==> src/rtl/pio_pkg.sv <==
// pio_pkg: shared address decode constants for the IO port controller.
// Assumes byte addresses with group in [7:4] and slot in [3:2].
package pio_pkg;
    localparam int ADDR_W  = 8;
    localparam int DATA_W  = 32;
    localparam int NUM_CFG = 8;

    localparam logic [3:0] G_OWN = 4'd0;
    localparam logic [3:0] G_OE  = 4'd1;
    localparam logic [3:0] G_DAT = 4'd2;
    localparam logic [3:0] G_FLT = 4'd3;
    localparam logic [3:0] G_MD  = 4'd4;
    localparam logic [3:0] G_PU  = 4'd5;
    localparam logic [3:0] G_IM  = 4'd6;
    localparam logic [3:0] G_SEL = 4'd7;
    localparam logic [3:0] G_LVL = 4'd8;
    localparam logic [3:0] G_CHG = 4'd9;

    typedef enum logic [1:0] {
        SLOT_SET = 2'd0,
        SLOT_CLR = 2'd1,
        SLOT_STS = 2'd2,
        SLOT_RSV = 2'd3
    } slot_e;
endpackage

==> src/rtl/pio_regfile.sv <==
// pio_regfile: set/clear attribute registers, change flags and read mux.
// Assumes at most one access per cycle and N_PINS <= DATA_W.
module pio_regfile
    import pio_pkg::*;
#(
    parameter int N_PINS = 32
) (
    input  logic              clk,
    input  logic              rst_n,
    input  logic              wr,
    input  logic              rd,
    input  logic [ADDR_W-1:0] addr,
    input  logic [DATA_W-1:0] wdata,
    output logic [DATA_W-1:0] rdata,
    input  logic [N_PINS-1:0] lvl,
    input  logic [N_PINS-1:0] evt,
    output logic [N_PINS-1:0] own,
    output logic [N_PINS-1:0] oe,
    output logic [N_PINS-1:0] dat,
    output logic [N_PINS-1:0] flt,
    output logic [N_PINS-1:0] md,
    output logic [N_PINS-1:0] pu,
    output logic [N_PINS-1:0] sel,
    output logic              irq
);
    logic [3:0]        grp;
    slot_e             slot;
    logic [N_PINS-1:0] cfg [NUM_CFG];
    logic [N_PINS-1:0] chg;
    logic [N_PINS-1:0] mask_w;
    logic [DATA_W-1:0] rmux;
    logic              rd_chg;

    assign grp    = addr[7:4];
    assign slot   = slot_e'(addr[3:2]);
    assign mask_w = wdata[N_PINS-1:0];
    assign rd_chg = rd && grp == G_CHG && slot == SLOT_STS;

    // One set/clear register per attribute; select swaps its slots (A clears, B sets)
    for (genvar g = 0; g < NUM_CFG; g++) begin : g_cfg
        localparam slot_e SET_S = (g == int'(G_SEL)) ? SLOT_CLR : SLOT_SET;
        localparam slot_e CLR_S = (g == int'(G_SEL)) ? SLOT_SET : SLOT_CLR;
        localparam logic [N_PINS-1:0] RST_V =
            (g == int'(G_OWN) || g == int'(G_PU)) ? '1 : '0;

        // Apply write-one set or clear to this attribute
        always_ff @(posedge clk) begin
            if (!rst_n)
                cfg[g] <= RST_V;
            else if (wr && grp == 4'(g) && slot == SET_S)
                cfg[g] <= cfg[g] | mask_w;
            else if (wr && grp == 4'(g) && slot == CLR_S)
                cfg[g] <= cfg[g] & ~mask_w;
        end
    end

    assign own = cfg[G_OWN[2:0]];
    assign oe  = cfg[G_OE[2:0]];
    assign dat = cfg[G_DAT[2:0]];
    assign flt = cfg[G_FLT[2:0]];
    assign md  = cfg[G_MD[2:0]];
    assign pu  = cfg[G_PU[2:0]];
    assign sel = cfg[G_SEL[2:0]];

    // Change flags: cleared by a status read, new transitions win over the clear
    always_ff @(posedge clk) begin
        if (!rst_n)
            chg <= '0;
        else
            chg <= (rd_chg ? '0 : chg) | evt;
    end

    assign irq = |(chg & cfg[G_IM[2:0]]);

    // Select the status word for the addressed group
    always_comb begin
        rmux = '0;
        if (slot == SLOT_STS) begin
            if (grp == G_PU)
                rmux[N_PINS-1:0] = ~pu;
            else if (grp < 4'(NUM_CFG))
                rmux[N_PINS-1:0] = cfg[grp[2:0]];
            else if (grp == G_LVL)
                rmux[N_PINS-1:0] = lvl;
            else if (grp == G_CHG)
                rmux[N_PINS-1:0] = chg;
        end
    end

    // Register read data one cycle after the strobe
    always_ff @(posedge clk) begin
        if (!rst_n)
            rdata <= '0;
        else if (rd)
            rdata <= rmux;
    end

    AST_OWN_SET_ONLY: assert property (@(posedge clk) disable iff (!rst_n)
        (wr && grp == G_OWN && slot == SLOT_SET) |=> own == ($past(own) | $past(mask_w)));
    AST_READ_CLEARS: assert property (@(posedge clk) disable iff (!rst_n)
        rd_chg |=> (chg & ~$past(evt)) == '0);
    AST_SEL_HELD: assert property (@(posedge clk) disable iff (!rst_n)
        !(wr && grp == G_SEL) |=> $stable(sel));
endmodule

==> src/rtl/pio_insync.sv <==
// pio_insync: per-pin two-flop synchroniser, optional two-sample filter,
// and transition detect. Assumes pin inputs are asynchronous to clk.
module pio_insync #(
    parameter int N_PINS = 32
) (
    input  logic              clk,
    input  logic              rst_n,
    input  logic [N_PINS-1:0] pin_in,
    input  logic [N_PINS-1:0] flt,
    output logic [N_PINS-1:0] lvl,
    output logic [N_PINS-1:0] evt
);
    for (genvar i = 0; i < N_PINS; i++) begin : g_pin
        logic s0, s1, pv, lv, nx;

        assign nx = flt[i] ? ((s1 == pv) ? s1 : lv) : s1;

        // Synchronise, keep the prior sample, and update the accepted level
        always_ff @(posedge clk) begin
            if (!rst_n) begin
                s0 <= 1'b0;
                s1 <= 1'b0;
                pv <= 1'b0;
                lv <= 1'b0;
            end else begin
                s0 <= pin_in[i];
                s1 <= s0;
                pv <= s1;
                lv <= nx;
            end
        end

        assign lvl[i] = lv;
        assign evt[i] = nx ^ lv;

        AST_FILTER_HOLDS: assert property (@(posedge clk) disable iff (!rst_n)
            (flt[i] && s1 != pv) |=> $stable(lv));
    end
endmodule

==> src/rtl/pio_pinmux.sv <==
// pio_pinmux: chooses each pad's drive source (controller, peripheral A or B)
// and applies open-drain masking. Purely combinational apart from the check.
module pio_pinmux #(
    parameter int N_PINS = 32
) (
    input  logic              clk,
    input  logic              rst_n,
    input  logic [N_PINS-1:0] own,
    input  logic [N_PINS-1:0] sel,
    input  logic [N_PINS-1:0] oe,
    input  logic [N_PINS-1:0] dat,
    input  logic [N_PINS-1:0] md,
    input  logic [N_PINS-1:0] a_out,
    input  logic [N_PINS-1:0] a_oe,
    input  logic [N_PINS-1:0] b_out,
    input  logic [N_PINS-1:0] b_oe,
    output logic [N_PINS-1:0] pad_out,
    output logic [N_PINS-1:0] pad_oe
);
    for (genvar i = 0; i < N_PINS; i++) begin : g_mux
        logic src_out, src_oe;
        // Pick the drive source for this pin
        always_comb begin
            if (own[i]) begin
                src_out = dat[i];
                src_oe  = oe[i];
            end else if (sel[i]) begin
                src_out = b_out[i];
                src_oe  = b_oe[i];
            end else begin
                src_out = a_out[i];
                src_oe  = a_oe[i];
            end
        end
        assign pad_out[i] = src_out & ~md[i];
        assign pad_oe[i]  = src_oe & ~(md[i] & src_out);
    end

    AST_OPEN_DRAIN_LOW: assert property (@(posedge clk) disable iff (!rst_n)
        (pad_oe & pad_out & md) == '0);
endmodule

==> src/rtl/pio_port_ctrl.sv <==
// pio_port_ctrl: top of the IO port controller. Connects the register file,
// the input stage and the pad mux. Assumes one bus access per cycle.
module pio_port_ctrl
    import pio_pkg::*;
#(
    parameter int N_PINS = 32
) (
    input  logic              clk,
    input  logic              rst_n,
    input  logic              bus_wr,
    input  logic              bus_rd,
    input  logic [ADDR_W-1:0] bus_addr,
    input  logic [DATA_W-1:0] bus_wdata,
    output logic [DATA_W-1:0] bus_rdata,
    input  logic [N_PINS-1:0] pin_in,
    input  logic [N_PINS-1:0] alt_a_out,
    input  logic [N_PINS-1:0] alt_a_oe,
    input  logic [N_PINS-1:0] alt_b_out,
    input  logic [N_PINS-1:0] alt_b_oe,
    output logic [N_PINS-1:0] pad_out,
    output logic [N_PINS-1:0] pad_oe,
    output logic [N_PINS-1:0] pad_pullup,
    output logic              irq
);
    logic [N_PINS-1:0] own, oe, dat, flt, md, pu, sel, lvl, evt;

    pio_regfile #(.N_PINS(N_PINS)) u_regs (
        .clk(clk), .rst_n(rst_n), .wr(bus_wr), .rd(bus_rd), .addr(bus_addr),
        .wdata(bus_wdata), .rdata(bus_rdata), .lvl(lvl), .evt(evt),
        .own(own), .oe(oe), .dat(dat), .flt(flt), .md(md), .pu(pu),
        .sel(sel), .irq(irq)
    );

    pio_insync #(.N_PINS(N_PINS)) u_in (
        .clk(clk), .rst_n(rst_n), .pin_in(pin_in), .flt(flt),
        .lvl(lvl), .evt(evt)
    );

    pio_pinmux #(.N_PINS(N_PINS)) u_mux (
        .clk(clk), .rst_n(rst_n), .own(own), .sel(sel), .oe(oe), .dat(dat),
        .md(md), .a_out(alt_a_out), .a_oe(alt_a_oe), .b_out(alt_b_out),
        .b_oe(alt_b_oe), .pad_out(pad_out), .pad_oe(pad_oe)
    );

    assign pad_pullup = pu;
endmodule

==> config.mk <==
export PLATFORM = sky130hd
export DESIGN_NAME = pio_port_ctrl
export DESIGN_NICKNAME = d
export VERILOG_FILES = /design/src/rtl/pio_pkg.sv /design/src/rtl/pio_regfile.sv /design/src/rtl/pio_insync.sv /design/src/rtl/pio_pinmux.sv /design/src/rtl/pio_port_ctrl.sv
export SDC_FILE = /design/constraint.sdc
export NUM_CORES = 1
export LEC_CHECK = 0
export CORE_MARGIN = 1
export CORE_UTILIZATION = 45
export CTS_BUF_LIST = sky130_fd_sc_hd__clkbuf_8
export DETAILED_ROUTE_END_ITERATION = 8
export GPL_TIMING_DRIVEN = 1
export PLACE_DENSITY_LB_ADDON = 0.3
export SLEW_MARGIN = 0
export SYNTH_ARGS = -nofsm -noshare
export SYNTH_HDL_FRONTEND = slang
export SYNTH_HIERARCHICAL = 1
export SYNTH_SLANG_ARGS = --single-unit
export TNS_END_PERCENT = 20
==> constraint.sdc <==
create_clock -name clk -period 5.03 [get_ports clk]
set_input_delay 1.006 -clock clk [delete_from_list [all_inputs] [get_ports clk]]
set_output_delay 1.006 -clock clk [all_outputs]
set_load 0.005 [all_outputs]
==> reports/metrics.yaml <==
yosysTopAreaCell: "edfxtp_1"
clkLatencyLatePin_ps: 640
drtIter0Drc: 2240
coreArea_um2: 52700
slew_headroom_pct: 13.1
die_h_um: 233
sequentialPowerShare_pct: 50.7
routabilityCongestion: 0.862
pin_count: 333
finalClockSkew_ps: 22.7
worst-setup-path-type: "register to output pin"
crit_path_end: "irq"
yosys_warnings: 6
antenna_found_initial: 2
setup_viol: 0
fin_nets: 2865
fill_cells: 4495
swShare_pct: 26.3
pre_cts_ws_ps: 1290
async_flop_share_pct: 0
track_usage_pct: 30.0
cts_hold_buf: 0
crit_required_ps: 4020
initial_utilization_pct: 45.7
wl_per_cell_um: 24.5
p_int_uw: 6010
syn_inst: 2388
dp_hpwl_mm: 54.6
post_cts_buffers: 0
min_period_over_period_pct: 79.2
ff2ff_path_depth: 4
via_per_inst: 6.02
power.share.clock_pct: 37.7
grt_max_degree: 89
fp-row-count: 84
p_leak_uw: 0.0110
die_w_um: 233
numCtsBuffers: 76
fin_setup_tns_ps: 0
critPathLaunchType: "register"
grt_pass1_wl_mm: 121
final_util_pct: 55.3
p_comb_share_pct: 11.6
outcome: "completed"
startpoint: "u_regs/cfg[6][6]"
cts_tree: "done"
power_uw: 8160
first_pass_iters: 5
switching_power_uw: 2140
max_stage_delay_ps: 600
finalHoldViolCount: 0
overflow: 0
drv_cap: 0
worstPathBufferInverterCount: 1
rrSetupSlack_ps: 3340
ys_ff_latch: 448
die_area_um2: 54400
timing.final.crit_period_ps: 3980
grt_pass1_vias: 19700
cp_cell_sequence: "a22oi_1 -> nand4_1 -> or4_1 -> clkdlybuf4s50_1"
crit_path_max_fanout: 3
netlist_area_um2: 24100
cp_slowest_cell: "or4_1"
end_kind: "output pin"
slew_viol_final: 0
syn_area_per_cell_um2: 10.1
syn-num-nets: 2592
synth-main-ff-cell: "edfxtp_1"
synth_area_leaders: "edfxtp_1 (32%), dfxtp_1 (16%), mux2i_1 (6.0%)"
cp_top_family: "simple AND/OR/NAND/NOR gates"
cts_resized: 0
crit_arrival_ps: 2980
ys_seq_area_share_pct: 47.9
syn_to_final_growth_pct: 21.0
vias: 20500
port_buffers: 330
setup_slack_ps: 1050
root_buffer: "clkbuf_8"
worst_slew_pin_slew_ps: 1300
cts.path.max_buffers: 3
synth_top_area_share_pct: 32.0
hp-class: "register to register"
path_depth: 4
path_clk_slew_ps: 60
p_per_area_nw_per_um2: 280
r2r-end: "u_regs/rdata[7]"
cts_max_level: 3
clock_sink_count: 448
routed_wl_mm: 83.6
yosysUniqueCellTypes: 51
timing.fmax_mhz: 251
postRouteAntennaNets: 0
ir_drop_mv: 0.151
synth_enable_flop_cells: 256
drcViolationCount: 0
r2r_start: "u_regs/cfg[3][7]"
drive_above_1_share_pct: 12.4
rsz0062_at_grt: "no"
## flip-flops by register name (all words and copies together) (netlist names)
signal and flops:
u_regs/cfg 256, u_in/g_pin.lv 32, u_in/g_pin.pv 32, u_in/g_pin.s0 32, u_in/g_pin.s1 32, u_regs/chg 32, u_regs/rdata 32
## synthesized netlist by cell type, types with 16 or more instances
library cell / instances
a211oi_2: 32
a21bo_2: 32
a21o_1: 16
a21oi_1: 227
a221oi_1: 16
a22oi_1: 16
a32oi_1: 32
and2_1: 65
and3_1: 19
buf_2: 29
buf_4: 46
clkbuf_1: 86
dfxtp_1: 192
edfxtp_1: 256
inv_1: 147
mux2i_1: 145
mux4_2: 18
nand2_1: 95
nand2b_1: 200
nor2_1: 141
nor2b_1: 161
nor3_1: 38
o21ai_0: 165
o221a_2: 32
o22ai_1: 64
o32ai_2: 28
## metrics by stage
stage / hold slack (ps) / instance area, um^2 / std cells
after detailed placement: 418 / 27700 / 3271
after floorplan: 412 / 24100 / 2388
after CTS: 433 / 29100 / 3411
after global routing: 441 / 29100 / 3412
after global placement: 417 / 27700 / 3271
final: 432 / 29100 / 3413
## cells in the final DEF, fill, tap and decap left out, types with 39 or more instances in the layout
master	netlist	routed
nand2_1	95	89
and2_1	65	65
clkdlybuf4s50_1	0	324
edfxtp_1	256	256
nor2b_1	161	161
o22ai_1	64	64
buf_4	46	39
dfxtp_1	192	192
nand2b_1	200	200
a21oi_1	227	227
mux2i_1	145	145
inv_1	147	181
nor2_1	141	140
clkbuf_8	0	87
o21ai_0	165	160
## cell families (layout without fill, tap and decap cells)
| family | after synthesis | after routing | synth area share, % |
|---|---|---|---|
| compound gates | 694 | 694 | 20.5 |
| buf+inv | 327 | 662 | 6.47 |
| flops | 448 | 448 | 47.9 |
| mux | 176 | 176 | 8.33 |
| other cells | 0 | 2 | 0 |
| simple gates | 743 | 743 | 16.8 |
## power by group through the flow
stage | clock [uW] | combinational, uW | sequential [uW]
detailed placement | 0 | 927 | 4200
floorplan | 0 | 521 | 4150
global route | 3290 | 999 | 4140
CTS | 3120 | 934 | 4130
finish | 3080 | 946 | 4130
global placement | 0 | 908 | 4200
## layer usage
layer / vias up / GRT usage [%] / wire length (um)
li1: 9141 / - / -
met1: 9919 / 39.4 / 32800
met2: 1282 / 48.0 / 38300
met3: 202 / 6.65 / 9480
met4: 2 / 12.1 / 2980
met5: - / 0 / 10
## cell type report
| class | instances | area (um^2) | share of cell area, % |
|---|---|---|---|
| multi-input combinational | 1613 | 11100 | 38.0 |
| sequential | 448 | 11500 | 39.6 |
| antenna | 2 | 5.00 | 0.0172 |
| tap | 688 | 861 | 2.96 |
| clock buffer | 87 | 1200 | 4.11 |
| timing repair buffer | 374 | 3690 | 12.7 |
| clock inverter | 53 | 209 | 0.718 |
| inverter | 148 | 558 | 1.92 |
## worst min-delay path by stage
stage                       from           endpoint  depth (start not counted)
6_report       u_in/g_pin[31].s0  u_in/g_pin[31].s1                          1
5_1_grt        u_in/g_pin[17].s0  u_in/g_pin[17].s1                          1
4_1_cts        u_in/g_pin[31].s0  u_in/g_pin[31].s1                          1
3_5_place_dp   u_in/g_pin[22].s0  u_in/g_pin[22].s1                          1
3_3_place_gp   u_in/g_pin[17].s0  u_in/g_pin[17].s1                          1
2_1_floorplan   u_in/g_pin[0].s0   u_in/g_pin[0].s1                          1
No activity file was read; power rests on OpenSTA's default activity.
